## config.mk

```make
export PLATFORM = sky130hd
export DESIGN_NAME = fwb_ctrl_top
export DESIGN_NICKNAME = d
export VERILOG_FILES = /design/src/rtl/fwb_pkg.sv /design/src/rtl/fwb_regfile.sv /design/src/rtl/fwb_line_addr.sv /design/src/rtl/fwb_frame_fsm.sv /design/src/rtl/fwb_ctrl_top.sv
export SDC_FILE = /design/constraint.sdc
export NUM_CORES = 1
export LEC_CHECK = 0
export ABC_AREA = 1
export BUFFER_PORTS_ARGS = -buffer_cell sky130_fd_sc_hd__buf_2
export CAP_MARGIN = 20
export CORE_MARGIN = 2
export CORE_UTILIZATION = 35
export DETAILED_ROUTE_END_ITERATION = 10
export PLACE_DENSITY = 0.59
export SYNTH_ARGS = -nofsm -noshare
export SYNTH_HDL_FRONTEND = slang
export SYNTH_SLANG_ARGS = --single-unit
```

## constraint.sdc

```tcl
create_clock -name clk -period 6.3 [get_ports clk]
set_clock_uncertainty 0.2 [all_clocks]
set_input_delay 0 -clock clk [delete_from_list [all_inputs] [get_ports clk]]
set_output_delay 0 -clock clk [all_outputs]
set_load 0.01 [all_outputs]
```

## src/rtl/fwb_pkg.sv

```systemverilog
package fwb_pkg;

    // register bus geometry
    localparam int unsigned FWB_AW = 5;
    localparam int unsigned FWB_DW = 32;

    localparam logic [FWB_AW-1:0] OFS_PTR   = 5'h00;
    localparam logic [FWB_AW-1:0] OFS_PITCH = 5'h04;
    localparam logic [FWB_AW-1:0] OFS_DIM   = 5'h08;
    localparam logic [FWB_AW-1:0] OFS_CTRL  = 5'h0C;
    localparam logic [FWB_AW-1:0] OFS_PROG  = 5'h10;

    // control word bit positions
    localparam int unsigned CB_GO    = 0;
    localparam int unsigned CB_BUSY  = 1;
    localparam int unsigned CB_IRQEN = 2;
    localparam int unsigned CB_ABORT = 14;
    localparam int unsigned CB_RSTRT = 15;
    localparam int unsigned CB_PDN   = 21;

    // fixed identification fields
    localparam logic [7:0] ID_MAGIC = 8'h54;
    localparam logic [1:0] ID_REV   = 2'b01;

    // height field position inside the dimensions word
    localparam int unsigned DIM_H_LSB = 16;

    typedef enum logic [2:0] {
        ST_IDLE,
        ST_FETCH,
        ST_WAIT_LINE,
        ST_WRITE,
        ST_DONE
    } fwb_state_e;

endpackage

```

## src/rtl/fwb_regfile.sv

```systemverilog
module fwb_regfile
    import fwb_pkg::*;
#(
    parameter int unsigned LINE_W = 16
) (
    input  logic              clk,
    input  logic              rst_n,
    input  logic              wr,
    input  logic [FWB_AW-1:0] addr,
    input  logic [FWB_DW-1:0] wdata,
    output logic [FWB_DW-1:0] rdata,
    input  logic              busy,
    input  logic [LINE_W-1:0] progress,
    input  logic              frame_end,
    output logic [FWB_DW-1:0] ptr,
    output logic [FWB_DW-1:0] pitch,
    output logic [LINE_W-1:0] height,
    output logic              start_cmd,
    output logic              abort_cmd,
    output logic              restart_en,
    output logic              irq
);

    localparam int unsigned PAD_W = FWB_DW - LINE_W;

    logic [FWB_DW-1:0]   ptr_q, pitch_q, dim_q;
    logic [CB_PDN:CB_IRQEN] ctrl_q;
    logic                irq_q;
    logic                ctrl_wr;
    logic                irqen_eff;

    assign ctrl_wr   = wr && (addr == OFS_CTRL);
    assign start_cmd = ctrl_wr && wdata[CB_GO] && !wdata[CB_ABORT] && !wdata[CB_PDN];
    assign abort_cmd = ctrl_wr && wdata[CB_ABORT];
    assign irqen_eff = ctrl_wr ? wdata[CB_IRQEN] : ctrl_q[CB_IRQEN];

    always_ff @(posedge clk or negedge rst_n) begin
        if (!rst_n) begin
            ptr_q   <= '0;
            pitch_q <= '0;
            dim_q   <= '0;
            ctrl_q  <= '0;
        end else if (wr) begin
            case (addr)
                OFS_PTR:   ptr_q   <= wdata;
                OFS_PITCH: pitch_q <= wdata;
                OFS_DIM:   dim_q   <= wdata;
                OFS_CTRL: begin
                    ctrl_q           <= wdata[CB_PDN:CB_IRQEN];
                    ctrl_q[CB_ABORT] <= 1'b0;
                end
                default: ;
            endcase
        end
    end

    // interrupt pending flag: set at a frame end when enabled, cleared by software
    always_ff @(posedge clk or negedge rst_n) begin
        if (!rst_n) begin
            irq_q <= 1'b0;
        end else if (frame_end && irqen_eff) begin
            irq_q <= 1'b1;
        end else if (ctrl_wr && !wdata[CB_IRQEN]) begin
            irq_q <= 1'b0;
        end
    end

    always_comb begin
        case (addr)
            OFS_PTR:   rdata = ptr_q;
            OFS_PITCH: rdata = pitch_q;
            OFS_DIM:   rdata = dim_q;
            OFS_CTRL:  rdata = {ID_MAGIC, ID_REV, ctrl_q, busy, 1'b0};
            OFS_PROG:  rdata = {{PAD_W{1'b0}}, progress};
            default:   rdata = '0;
        endcase
    end

    assign ptr        = ptr_q;
    assign pitch      = pitch_q;
    assign height     = dim_q[DIM_H_LSB +: LINE_W];
    assign restart_en = ctrl_q[CB_RSTRT];
    assign irq        = irq_q;

    assert_irq_cause_R11: assert property (@(posedge clk) disable iff (!rst_n)
        $rose(irq_q) |-> $past(frame_end))
        else $error("irq rose without a frame end");

endmodule

```

## src/rtl/fwb_line_addr.sv

```systemverilog
module fwb_line_addr #(
    parameter int unsigned ADDR_W = 32
) (
    input  logic              clk,
    input  logic              rst_n,
    input  logic              load,
    input  logic              advance,
    input  logic [ADDR_W-1:0] base,
    input  logic [ADDR_W-1:0] stride,
    output logic [ADDR_W-1:0] line_addr
);

    logic [ADDR_W-1:0] addr_q;
    logic [ADDR_W-1:0] stride_q;

    // base and stride are captured at start; later register writes do not reach here
    always_ff @(posedge clk or negedge rst_n) begin
        if (!rst_n) begin
            addr_q   <= '0;
            stride_q <= '0;
        end else if (load) begin
            addr_q   <= base;
            stride_q <= stride;
        end else if (advance) begin
            addr_q <= addr_q + stride_q;
        end
    end

    assign line_addr = addr_q;

endmodule

```

## src/rtl/fwb_frame_fsm.sv

```systemverilog
module fwb_frame_fsm
    import fwb_pkg::*;
#(
    parameter int unsigned LINE_W = 16
) (
    input  logic              clk,
    input  logic              rst_n,
    input  logic              start_cmd,
    input  logic              abort_cmd,
    input  logic [LINE_W-1:0] height,
    input  logic              restart_en,
    input  logic              line_valid,
    input  logic              mem_ack,
    output logic              busy,
    output logic [LINE_W-1:0] progress,
    output logic              frame_end,
    output logic              frame_req,
    output logic              line_ready,
    output logic              mem_req,
    output logic              load,
    output logic              advance
);

    fwb_state_e        st_q, st_d;
    logic [LINE_W-1:0] prog_q, height_q;
    logic              last_line;
    logic              can_start;

    assign last_line = (LINE_W'(prog_q + 1'b1) == height_q);
    assign can_start = (st_q == ST_IDLE) || (st_q == ST_DONE);

    // state register
    always_ff @(posedge clk or negedge rst_n) begin
        if (!rst_n) st_q <= ST_IDLE;
        else        st_q <= st_d;
    end

    // next state
    always_comb begin
        st_d = st_q;
        unique case (st_q)
            ST_IDLE, ST_DONE: begin
                if (start_cmd) st_d = (height == '0) ? ST_DONE : ST_FETCH;
                else           st_d = ST_IDLE;
            end
            ST_FETCH:     st_d = ST_WAIT_LINE;
            ST_WAIT_LINE: if (line_valid) st_d = ST_WRITE;
            ST_WRITE:     if (mem_ack) st_d = last_line ? ST_DONE : ST_WAIT_LINE;
            default:      st_d = ST_IDLE;
        endcase
        if (abort_cmd && busy) st_d = ST_IDLE;
    end

    // outputs
    always_comb begin
        busy       = 1'b0;
        line_ready = 1'b0;
        mem_req    = 1'b0;
        frame_req  = 1'b0;
        unique case (st_q)
            ST_IDLE:      ;
            ST_FETCH:     begin busy = 1'b1; frame_req = 1'b1; end
            ST_WAIT_LINE: begin busy = 1'b1; line_ready = 1'b1; end
            ST_WRITE:     begin busy = 1'b1; mem_req = 1'b1; end
            ST_DONE:      frame_req = restart_en;
            default:      ;
        endcase
        frame_end = (st_q == ST_DONE) || (abort_cmd && busy);
        load      = start_cmd && can_start;
        advance   = mem_req && mem_ack && !abort_cmd;
    end

    // committed-line counter and captured height
    always_ff @(posedge clk or negedge rst_n) begin
        if (!rst_n) begin
            prog_q   <= '0;
            height_q <= '0;
        end else if (load) begin
            prog_q   <= '0;
            height_q <= height;
        end else if (advance) begin
            prog_q <= prog_q + 1'b1;
        end
    end

    assign progress = prog_q;

    assert_req_excl_R4: assert property (@(posedge clk) disable iff (!rst_n)
        !(mem_req && line_ready))
        else $error("memory request and line ready together");

    assert_req_hold_R4: assert property (@(posedge clk) disable iff (!rst_n)
        (mem_req && !mem_ack && !abort_cmd) |=> mem_req)
        else $error("memory request dropped without acknowledge");

    assert_prog_bound_R5: assert property (@(posedge clk) disable iff (!rst_n)
        busy |-> (prog_q < height_q))
        else $error("progress reached height while busy");

    assert_abort_stop_R10: assert property (@(posedge clk) disable iff (!rst_n)
        (abort_cmd && busy) |=> (!busy && !mem_req && !line_ready))
        else $error("abort did not stop the frame");

endmodule

```

## src/rtl/fwb_ctrl_top.sv

```systemverilog
module fwb_ctrl_top
    import fwb_pkg::*;
#(
    parameter int unsigned LINE_W = 16,
    parameter int unsigned ADDR_W = 32
) (
    input  logic              clk,
    input  logic              rst_n,
    input  logic              reg_wr,
    input  logic [4:0]        reg_addr,
    input  logic [31:0]       reg_wdata,
    output logic [31:0]       reg_rdata,
    input  logic              line_valid,
    output logic              line_ready,
    output logic              frame_req,
    output logic              mem_req,
    output logic [ADDR_W-1:0] mem_addr,
    input  logic              mem_ack,
    output logic              irq
);

    logic [FWB_DW-1:0] ptr, pitch;
    logic [LINE_W-1:0] height, progress;
    logic              start_cmd, abort_cmd, restart_en;
    logic              busy, frame_end, load, advance;

    fwb_regfile #(.LINE_W(LINE_W)) u_regs (
        .clk        (clk),
        .rst_n      (rst_n),
        .wr         (reg_wr),
        .addr       (reg_addr),
        .wdata      (reg_wdata),
        .rdata      (reg_rdata),
        .busy       (busy),
        .progress   (progress),
        .frame_end  (frame_end),
        .ptr        (ptr),
        .pitch      (pitch),
        .height     (height),
        .start_cmd  (start_cmd),
        .abort_cmd  (abort_cmd),
        .restart_en (restart_en),
        .irq        (irq)
    );

    fwb_frame_fsm #(.LINE_W(LINE_W)) u_fsm (
        .clk        (clk),
        .rst_n      (rst_n),
        .start_cmd  (start_cmd),
        .abort_cmd  (abort_cmd),
        .height     (height),
        .restart_en (restart_en),
        .line_valid (line_valid),
        .mem_ack    (mem_ack),
        .busy       (busy),
        .progress   (progress),
        .frame_end  (frame_end),
        .frame_req  (frame_req),
        .line_ready (line_ready),
        .mem_req    (mem_req),
        .load       (load),
        .advance    (advance)
    );

    fwb_line_addr #(.ADDR_W(ADDR_W)) u_addr (
        .clk       (clk),
        .rst_n     (rst_n),
        .load      (load),
        .advance   (advance),
        .base      (ptr[ADDR_W-1:0]),
        .stride    (pitch[ADDR_W-1:0]),
        .line_addr (mem_addr)
    );

    assert_start_gate_R9: assert property (@(posedge clk) disable iff (!rst_n)
        $rose(busy) |-> $past(reg_wr && reg_addr == OFS_CTRL && reg_wdata[CB_GO]
                              && !reg_wdata[CB_PDN]))
        else $error("frame began without a permitted start write");

endmodule

```

After elaboration in Yosys (flattened, before gate mapping)
Cells that the tools add are included.
- add/subtract/negate cells: 2
- eq/ne operators: 11
- muxes and demuxes: 19
- reductions and logical operators: 29
- operator list (operator ; number):
    32-bit case mux with 5 select lines ; 1
    32-bit two-way mux ; 2
    32-bit adder ; 1
    16-bit two-way mux ; 2
    3-bit two-way mux ; 6
    16-bit by 1-bit adder with 16-bit output (second input constant) ; 1
    16-bit == test ; 1
    16-bit zero test ; 1
    3-bit case mux with 4 select lines ; 1
    1-bit logical AND ; 11
    5-bit by 4-bit == test with 1-bit output (second input constant) ; 2
    2-bit AND reduction ; 5
    3-bit by 2-bit == test with 1-bit output (second input constant) ; 2
    1-bit two-way mux ; 6
    3-bit by 2-bit != test with 1-bit output (second input constant) ; 2
    5-bit by 3-bit == test with 1-bit output (second input constant) ; 1
    5-bit == test (second input constant) ; 1
    5-bit zero test ; 1
    1-bit zero test ; 4
    2-bit nonzero test ; 2
    3-bit by 1-bit == test with 1-bit output (second input constant) ; 1
    3-bit == test (second input constant) ; 1
    3-bit zero test ; 1
    3-bit OR reduction ; 1
    3 further kinds ; 4
- register bits: 215
- input port bits: 42
- output and inout port bits: 68
- word-level logic and storage cells: 71

Depth between registers and ports, before layout
Gate-level depths: netlist of run 1.
- depth in word-level cells: 8
- mapped depth: 16
- mapped depth without buffers: 15

By module
Synthesis of run 1 repeated with hierarchy kept, for this count alone.
- cells, all modules: 1716
- area total of the unflattened synthesis: 12672.2 um^2
- by module, submodules not included (module ; instances ; cells each ; area each (um^2)):
    fwb_regfile ; 1 ; 661 ; 5417.7
    fwb_line_addr ; 1 ; 696 ; 4904.7
    fwb_frame_fsm ; 1 ; 359 ; 2349.8

Worst setup path after synthesis of run 1
OpenSTA, ideal clock, no wires.
- path kind: reg2reg
- from: register u_addr.addr_q[0], in the netlist u_addr.line_addr[0]
- to: register u_addr.addr_q[30], in the netlist u_addr.line_addr[30]
- library setup time: 0.118 ns
- data arrival time: 2.134 ns
- setup slack: 3.848 ns
- stages on the path, launching flop included: 14
- path buffers: 0
- cells stage by stage: dfrtp_1 -> ha_1 -> inv_1 -> fa_1 -> o21ai_1 -> a21oi_1 -> o21ai_0 -> nand2_1 -> nand2_1 -> nand3_1 -> nand2_1 -> nand2_1 -> nand3_1 -> nand2_1
- longest elaborated chain between the ends: 3
- ends and longest elaborated chain (element ; RTL line ; RTL):
    start, declared ; fwb_line_addr.sv:13 ; logic [ADDR_W-1:0] addr_q;
    start signal, assigned ; fwb_line_addr.sv:22 ; addr_q <= base;
    start signal, assigned ; fwb_line_addr.sv:25 ; addr_q <= addr_q + stride_q;
    32-bit adder ; fwb_line_addr.sv:25 ;
    32-bit two-way mux ; fwb_line_addr.sv:24 ; end else if (advance) begin
    32-bit two-way mux ; fwb_line_addr.sv:21 ; end else if (load) begin
No other way between the ends. The select of a mux whose other input is x is not followed.
A chain may end at the register's enable or synchronous reset.

Final worst setup path of run 1
- from: register u_fsm.prog_q[1], in the netlist u_fsm.progress[1]
- to: register u_fsm.st_q[1]
- longest elaborated chain between the ends: 6
- ends and longest elaborated chain (element ; RTL line ; RTL):
    start, declared ; fwb_frame_fsm.sv:25 ; logic [LINE_W-1:0] prog_q, height_q;
    start signal, assigned ; fwb_frame_fsm.sv:82 ; prog_q <= prog_q + 1'b1;
    16-bit by 1-bit adder with 16-bit output ; fwb_frame_fsm.sv:29 ; assign last_line = (LINE_W'(prog_q + 1'b1) == height_q);
    16-bit == test ; fwb_frame_fsm.sv:29 ;
    3-bit two-way mux (2 in a row) ; fwb_frame_fsm.sv:48 ; ST_WRITE: if (mem_ack) st_d = last_line ? ST_DONE : ST_WAIT_LINE;
    3-bit case mux with 4 select lines ; fwb_frame_fsm.sv:41 ; unique case (st_q)
    3-bit two-way mux ; fwb_frame_fsm.sv:51 ; if (abort_cmd && busy) st_d = ST_IDLE;
    end signal, assigned ; fwb_frame_fsm.sv:35 ; else st_q <= st_d;
    end, declared ; fwb_frame_fsm.sv:24 ; fwb_state_e st_q, st_d;
No other way between the ends. The select of a mux whose other input is x is not followed.

==> run_results.csv, run 1 <==
group,metric,value,unit
run_status,status,"completed",
synth,seq_area_frac_synth,0.4674,
worst_setup_path,rr_worst_depth,15,
run,cap_violations,0,
worst_setup_path,r2r-start,"u_fsm.progress[1]",
floorplan,row_count,66,
cells_and_area,layout.cells.non_filler,2078,
cts,clock_latency,0.52,ns
synth,async_reset_ff_frac,1.000,
floorplan,io_pins,110,
timing,hold_slack,0.1054,ns
synth,syn_area,11510,sq um
grt,grt_pass1_wl,58.33,mm
power_and_ir_drop,p_clk_frac,0.370,
grt,grt_pass1_vias,10270,
route,drcViolationCount,0,
route,wire_per_inst,17.83,um
timing,hold_viol,0,
route,drt_iter0_drc,950,
worst_setup_path,crit_type,"reg -> reg",
synth,syn-num-nets,1540,
timing,rsz0062_at_grt,"false",
worst_setup_path,critPathLaunch,"u_fsm.progress[1]",
floorplan,initial_core_util,0.3547,
cts,ctsHoldBuffers,63,
grt,antenna_found_initial,0,
cts,cts_inserted_buffers,24,
cells_and_area,diodes,0,
synth,ys_dominant_reg_cell,"dfrtp_1",
power_and_ir_drop,swShare,0.3182,
cells_and_area,fin_util,0.4333,
min_path,hold_class,"in -> reg",
min_path,whs_endpoint,"u_regs.irq",
placement,port_buffers,109,
grt,grt.overflow.total,0,
min_path,hold_start,"reg_wdata[2]",
placement,place_inst,1969,
placement,placed_area,12440,sq um
cts,path_clk_slew,0.07,ns
timing,slew_viol_final,0,
route,ant_nets,0,
cts,clockBufferDepth,3,
power_and_ir_drop,p_int,2.987,mW
placement,gp_congestion,0.9282,
synth,ys.warnings.count,0,
timing,relSlewSlack,0.3766,
timing,worst_slack,2.955,ns
route,vias,10700,
worst_setup_path,cp-start-kind,"flip-flop",
power_and_ir_drop,pwr-share-seq,0.416,
timing,period_share,0.5309,
worst_setup_path,r2r-end,"u_fsm.st_q[1]",
synth,synth_cell_type_count,50,
cts,post_cts_buffers,0,
cells_and_area,final_common_cell,"nand2_1",
synth,synth-seq-cells,215,
timing,setup_tns,0,ns
floorplan,die_w,185.4,um
worst_setup_path,cp.arrival,3.54,ns
route,finalWirelength,37.05,mm
power_and_ir_drop,ir_worst_vdd,0.1697,mV
floorplan,dieArea,34350,sq um
timing,setup-violations-final,0,
cells_and_area,nets,1693,
timing,fmax,299.0,MHz
placement,detailed_place_hpwl,26.79,mm
synth,synth_area_per_cell,7.857,sq um
timing,period_needed,3.345,ns
route,drt-vias-per-instance,5.151,
worst_setup_path,required,6.50,ns
cts,root_buffer,"clkbuf_16",
cts,clkSinkCount,215,
worst_setup_path,crit_path_end_kind,"flip-flop",
route,drt_pass1_iterations,5,
grt,grt.total_usage,0.2191,
power_and_ir_drop,p_leak,6.814,nW
worst_setup_path,worstPathMaxFanout,9,
floorplan,die_h,185.4,um
cells_and_area,area_growth,22.16,%
power_and_ir_drop,cellPowerDensity,311.5,nW/um^2
power_and_ir_drop,fin_total_pwr,4.380,mW
worst_setup_path,rrSetupSlack,2.96,ns
power_and_ir_drop,p_comb_frac,0.214,
cts,postCtsResizedCells,0,
cts,htree_levels,1,
cts,tritoncts,"yes",
synth,synth_edf_count,0,
grt,grt_max_degree,84,
placement,dp_slack,2.813,ns
floorplan,core_area,32450,sq um
timing,worst_pin_slew,0.9338,ns
cells_and_area,drive_gt1_frac,0.1149,
min_path,min_path_cells,4,
cells_and_area,final_cell_mix,"444 x nand2_1, 215 x dfrtp_1, 160 x inv_1",
cells_and_area,fin_area,14060,sq um
synth,postSynthCellCount,1465,
power_and_ir_drop,p_sw,1.394,mW
-- registers in the layout, indices dropped and copies added, names as in the netlist --
| name | cells |
|---|---|
| u_regs.irq | 1 |
| u_fsm.st_q | 3 |
| u_fsm.height_q | 16 |
| u_regs.ptr | 32 |
| u_addr.stride_q | 32 |
| u_regs.dim_q | 32 |
| u_fsm.progress | 16 |
| u_regs.ctrl_q | 19 |
| u_addr.line_addr | 32 |
| u_regs.pitch | 32 |
-- synthesized netlist by cell type (all sizes together), types with 2 or more instances --
library cell	n	share of area
o2111ai	8	0.0061
nor2	81	0.031
o32ai	2	0.0015
nand3b	7	0.0046
a221oi	14	0.011
a21boi	2	0.0013
o21ai	185	0.080
a21oi	49	0.021
o21bai	5	0.0033
buf	23	0.012
nand3	65	0.029
nand2	449	0.15
inv	167	0.055
ha	32	0.035
nor4	6	0.0051
o22ai	22	0.012
clkbuf	32	0.010
nor3	14	0.0061
a21o	4	0.0026
o211ai	20	0.013
a22o	10	0.0076
dfrtp	215	0.47
xnor2	8	0.0061
or2	3	0.0018
xor2	8	0.0061
o221ai	9	0.0068
nand4	17	0.0092
-- per-layer routing --
metal  part of all wire  GRT usage
met1               0.46     0.3183
met2               0.45     0.3419
met3              0.061    0.02654
met4              0.028    0.06476
met5                  0          0
-- area by class of cell --
cell class	instances	area [sq um]
Tap cell	442	553.0
Clock buffer	34	749.5
Multi-Input combinational cell	1027	5256
Sequential cell	215	5380
Fill cell	3222	18390
Inverter	168	638.1
Clock inverter	10	181.4
Timing Repair Buffer	182	1304
-- power groups by stage --
stage | sequential, mW | clock [mW] | combinational (mW)
finish | 1.82 | 1.62 | 0.937
detailed placement | 1.84 | 0 | 0.868
global route | 1.85 | 1.71 | 1.06
CTS | 1.82 | 1.65 | 0.934
floorplan | 1.77 | 0 | 0.562
global placement | 1.84 | 0 | 0.854
-- worst max-delay path, stage by stage (launching register included) --
cell	delay, ns
dfrtp_1	0.53
ha_1	0.42
nand2_1	0.15
nor2_1	0.31
nand2_1	0.12
nand2_1	0.11
nand2_1	0.05
nand2_1	0.07
nand3_1	0.09
nor2_1	0.11
nand3_1	0.12
nor2_1	0.16
nand4_1	0.10
nand2_1	0.09
nand2_1	0.05
dlygate4sd3_1	0.55
-- logic make-up after synthesis --
logic type / share of synthesized area
xor+xnor: 0.01413
flops: 0.4674
compound gates: 0.1685
buf+inv: 0.07739
fa+ha+maj: 0.03652
simple gates: 0.2361
-- worst max path at each step --
stage                           end  slack (ns)
6_report              u_fsm.st_q[1]        2.96
4_1_cts               u_fsm.st_q[1]        2.97
3_5_place_dp        u_regs.dim_q[7]        2.81
5_1_grt               u_fsm.st_q[1]        2.72
3_3_place_gp       u_regs.dim_q[24]        2.95
2_1_floorplan  u_addr.line_addr[30]        3.85
Note: power is estimated with default switching activity, not from simulation.
==> run 2: changes to the inputs <==
- PLACE_DENSITY: 0.59 -> 0.61
- clock period: 6.3 -> 3 ns (I/O delays scaled with it)
==> run 2 against run 1 <==
First-iteration DRC count shrank 15%. Non-clock buffer count up 9. Highest routed layer unchanged. Clock-buffer cell count grew 3. Worst setup slack worse by 2.7 ns. Largest cell class unchanged. Hold slack worse by 0.066 ns. Clock power rose by 78%. Final area is 0.77% lower. Global-route usage increased by 0.80 points.
==> run_results.csv, run 2 (same netlist as run 1, synthesis figures left out) <==
group,metric,value,unit
grt,grt_pass1_wl,60.18,mm
cells_and_area,drive_gt1_frac,0.1143,
route,drt_pass1_iterations,7,
cells_and_area,final_cell_mix,"444 x nand2_1, 215 x dfrtp_1, 160 x inv_1",
worst_setup_path,cp-start-kind,"flip-flop",
route,drt_iter0_drc,806,
power_and_ir_drop,fin_total_pwr,8.677,mW
cts,clock_latency,0.52,ns
cts,htree_levels,1,
timing,fmax,367.0,MHz
power_and_ir_drop,p_leak,6.757,nW
route,ant_nets,0,
timing,slew_viol_final,0,
cts,clkSinkCount,215,
floorplan,die_h,185.4,um
worst_setup_path,r2r-start,"u_fsm.st_q[0]",
route,finalWirelength,38.43,mm
worst_setup_path,rr_worst_depth,8,
worst_setup_path,critPathLaunch,"u_fsm.st_q[0]",
timing,worst_pin_slew,0.8226,ns
worst_setup_path,worstPathMaxFanout,12,
timing,rsz0062_at_grt,"false",
floorplan,initial_core_util,0.3547,
worst_setup_path,cp.arrival,2.98,ns
timing,period_needed,2.725,ns
worst_setup_path,crit_type,"reg -> reg",
placement,detailed_place_hpwl,28.31,mm
placement,port_buffers,109,
timing,hold_viol,0,
placement,place_inst,1982,
cts,root_buffer,"clkbuf_16",
floorplan,core_area,32450,sq um
grt,grt.total_usage,0.2272,
cells_and_area,nets,1702,
placement,gp_congestion,0.9419,
route,drcViolationCount,0,
worst_setup_path,crit_end,"u_fsm.st_q[0]",
grt,grt_pass1_vias,10600,
timing,relSlewSlack,0.4501,
worst_setup_path,required,3.25,ns
run_status,status,"completed",
floorplan,dieArea,34350,sq um
cts,ctsHoldBuffers,61,
grt,grt.overflow.total,0,
cts,tritoncts,"yes",
min_path,hold_class,"in -> reg",
floorplan,io_pins,110,
route,wire_per_inst,18.41,um
floorplan,row_count,66,
cts,postCtsResizedCells,0,
power_and_ir_drop,ir_worst_vdd,0.4480,mV
cells_and_area,layout.cells.non_filler,2087,
worst_setup_path,crit_path_end_kind,"flip-flop",
grt,antenna_found_initial,0,
timing,setup_tns,0,ns
worst_setup_path,r2r-end,"u_fsm.st_q[0]",
route,drt-vias-per-instance,5.174,
power_and_ir_drop,cellPowerDensity,621.8,nW/um^2
cts,cts_inserted_buffers,24,
route,vias,10800,
timing,period_share,0.9083,
cts,post_cts_buffers,0,
cts,clockBufferDepth,3,
cells_and_area,diodes,0,
cells_and_area,area_growth,21.23,%
cells_and_area,final_common_cell,"nand2_1",
grt,grt_max_degree,81,
run,cap_violations,0,
timing,setup-violations-final,0,
timing,hold_slack,0.03950,ns
cts,path_clk_slew,0.06,ns
floorplan,die_w,185.4,um
worst_setup_path,rrSetupSlack,0.28,ns
## run 2: cell type report
| type | instances | area, sq um |
|---|---|---|
| clock buffer | 37 | 690.7 |
| clock inverter | 7 | 75.07 |
| fill | 3233 | 18500 |
| inverter | 168 | 638.1 |
| multi-input combinational | 1027 | 5256 |
| sequential | 215 | 5380 |
| tap | 442 | 553.0 |
| timing repair buffer | 191 | 1361 |
## run 2: worst max-delay path, stage by stage, from the launching register on
cell           delay (ns)
dfrtp_1              0.41
nor2_1               0.23
inv_1                0.09
nor3_1               0.41
nand2_2              0.28
nor2_1               0.29
nor2_1               0.07
o32ai_1              0.10
dlygate4sd3_1        0.58
## run 2: how the worst min path moves through the flow
| stage | startpoint | endpoint | slack [ns] | cells past startpoint |
|---|---|---|---|---|
| final | reg_addr[2] | u_regs.ctrl_q[3] | 0.04 | 5 |
| after global routing | reg_addr[2] | u_regs.ctrl_q[21] | 0.07 | 5 |
| after global placement | rst_n | u_regs.ptr[2] | -0.16 | 1 |
| after CTS | reg_addr[2] | u_regs.ctrl_q[21] | 0.03 | 5 |
| after floorplan | rst_n | u_addr.line_addr[0] | -0.50 | 0 |
| after detailed placement | rst_n | u_regs.ctrl_q[2] | -0.16 | 1 |
## run 2: power breakdown
part	internal (mW)	switching, mW
sequential	3.37	0.458
clock	1.68	1.21
combinational	0.729	1.22
total	5.78	2.90
## run 2: routing by layer
layer / routed length (um) / part of all wire / track usage
met5: 0 / 0 / 0
met4: 836 / 0.022 / 0.06063
met3: 2354 / 0.061 / 0.02753
met2: 17990 / 0.47 / 0.3719
met1: 17250 / 0.45 / 0.3179
## run 2: through the flow
step	setup WS, ns	area, sq um	util
3_5_place_dp	0.3619	12580	0.3876
3_3_place_gp	0.4086	12560	0.3870
6_report	0.2752	13950	0.4300
5_1_grt	0.1029	13950	0.4300
2_1_floorplan	0.5482	11510	-
4_1_cts	0.2905	13950	0.4300
==> run 3: changes to the inputs <==
- PLACE_DENSITY: 0.61 -> 0.59
- clock period: 3 -> 2.55 ns (I/O delays scaled with it)
==> run 3 against run 2 <==
Hold slack better by 0.0021 ns. Power up 20%. Worst setup slack worse by 0.13 ns. Highest routed layer unchanged.
==> run_results.csv, run 3 (same netlist as run 1, synthesis figures left out) <==
group,metric,value,unit
run_status,status,"completed",
floorplan,initial_core_util,0.3547,
route,drt_pass1_iterations,5,
worst_setup_path,r2r-start,"u_fsm.progress[1]",
grt,grt_pass1_vias,10370,
cts,root_buffer,"clkbuf_16",
timing,setup-violations-final,0,
timing,period_needed,2.409,ns
timing,relSlewSlack,0.4485,
floorplan,core_area,32450,sq um
route,drt-vias-per-instance,5.102,
grt,grt.overflow.total,0,
worst_setup_path,crit_chain,"dlygate4sd3_1 -> buf_2 -> inv_2 -> nor2_4 -> nand3_4 -> clkinv_1 -> buf_4 -> a22oi_1 -> o2111ai_1 -> buf_2",
floorplan,io_pins,110,
worst_setup_path,crit_type,"in -> out",
route,drt_iter0_drc,922,
cells_and_area,fin_area,14210,sq um
floorplan,die_h,185.4,um
cts,path_clk_slew,0.06,ns
placement,placed_area,12690,sq um
min_path,hold_start,"reg_addr[4]",
worst_setup_path,critPathLaunch,"reg_addr[3]",
worst_setup_path,crit_family,"buffers and inverters",
cells_and_area,diodes,0,
cells_and_area,nets,1712,
min_path,hold_class,"in -> reg",
placement,place_inst,1994,
worst_setup_path,worstPathMaxFanout,6,
timing,hold_viol,0,
cells_and_area,area_growth,23.49,%
cts,clock_latency,0.53,ns
worst_setup_path,critical_path_buf_inv_count,6,
worst_setup_path,cp-start-kind,"primary input",
floorplan,die_w,185.4,um
route,finalWirelength,37.88,mm
route,ant_nets,0,
worst_setup_path,max_stage_delay,0.55,ns
route,vias,10690,
placement,gp_congestion,0.9363,
power_and_ir_drop,p_leak,6.860,nW
cts,clkSinkCount,215,
grt,antenna_found_initial,0,
cells_and_area,drive_gt1_frac,0.1372,
grt,grt_max_degree,92,
worst_setup_path,critPathSlowestCell,"dlygate4sd3_1",
cts,cts_inserted_buffers,24,
cells_and_area,fin_util,0.4380,
timing,period_share,0.9449,
run,cap_violations,0,
power_and_ir_drop,cellPowerDensity,734.9,nW/um^2
placement,detailed_place_hpwl,27.72,mm
timing,worst_pin_slew,0.8252,ns
floorplan,row_count,66,
timing,slew_viol_final,0,
worst_setup_path,cp.arrival,2.21,ns
power_and_ir_drop,ir_worst_vdd,0.3889,mV
timing,fmax,415.0,MHz
cells_and_area,final_common_cell,"nand2_1",
route,drcViolationCount,0,
timing,setup_tns,0,ns
cts,clockBufferDepth,3,
worst_setup_path,required,2.35,ns
cells_and_area,layout.cells.non_filler,2096,
route,wire_per_inst,18.07,um
grt,grt.total_usage,0.2227,
worst_setup_path,critPathMostFrequentCell,"buf_2",
cts,htree_levels,1,
grt,grt_pass1_wl,58.86,mm
placement,port_buffers,109,
cts,tritoncts,"yes",
floorplan,dieArea,34350,sq um
cells_and_area,final_cell_mix,"443 x nand2_1, 213 x dfrtp_1, 160 x inv_1",
worst_setup_path,crit_path_end_kind,"primary output",
cells_and_area,fillers,3301,
run 3: cell type report:
class	instances	area, sq um	area share
Sequential cell	215	5383	0.3787
Multi-Input combinational cell	1027	5358	0.3769
Timing Repair Buffer	201	1463	0.1029
Clock buffer	36	726.9	0.05114
Inverter	168	638.1	0.04489
Tap cell	442	553.0	0.03890
Clock inverter	7	93.84	0.006602
run 3: path summary, 6_finish.rpt:
check | cells after the start | to | slack (ns)
worst max-delay path | 10 | reg_rdata[1] | 0.14
worst min-delay path | 6 | u_regs.ctrl_q[18] | 0.04
worst max register to register | 16 | u_fsm.st_q[1] | 0.17
worst min register to register | 2 | u_regs.dim_q[16] | 0.28
max in group asynchronous | 4 | u_addr.stride_q[28] | 1.28
min in group asynchronous | 4 | u_regs.ctrl_q[17] | 0.38
run 3: where the power goes:
part	switching, mW	total (mW)	internal [mW]
registers	0.528	4.50	3.97
logic	1.47	2.36	0.886
clock network	1.42	3.59	2.17
run 3: layer usage:
layer  vias up  GRT usage  share of wire
met5         -          0              0
met4         0    0.07143          0.029
met3        58    0.03107          0.059
met2       330     0.3525           0.45
met1      5086     0.3143           0.46
li1       5220          -              -
run 3: repair_timing:
action | 4_1_cts | 5_1_grt
gates resized for setup | 0 | 26
buffers inserted | 0 | 3
hold endpoints to repair | 357 | 0
hold buffers | 56 | 0
endpoints found under the setup margin | 0 | 30
run 3: worst register-to-register path, cell delays in order, from the launching register on:
cell and delay, ns:
dfrtp_2 0.46, ha_1 0.21, buf_4 0.16, inv_1 0.08, nand2_1 0.07, nand2_1 0.08
nand2_1 0.05, nand2_1 0.05, nand2_1 0.05, nor2_1 0.09, nand3_1 0.13, nor2_2 0.12
nand3_2 0.13, nor2_4 0.13, nand4_1 0.10, nand2_1 0.08, nand2_1 0.05
run 3: stage by stage:
stage | total power, mW | hold WS, ns | setup slack [ns]
after global placement | 6.708 | -0.3236 | 0.06910
after floorplan | 5.772 | -0.4956 | 0.09818
after global routing | 11.01 | 0.07117 | -0.003612
final | 10.45 | 0.04161 | 0.1405
after CTS | 10.46 | 0.02583 | 0.01453
after detailed placement | 6.747 | -0.3212 | 0.005285
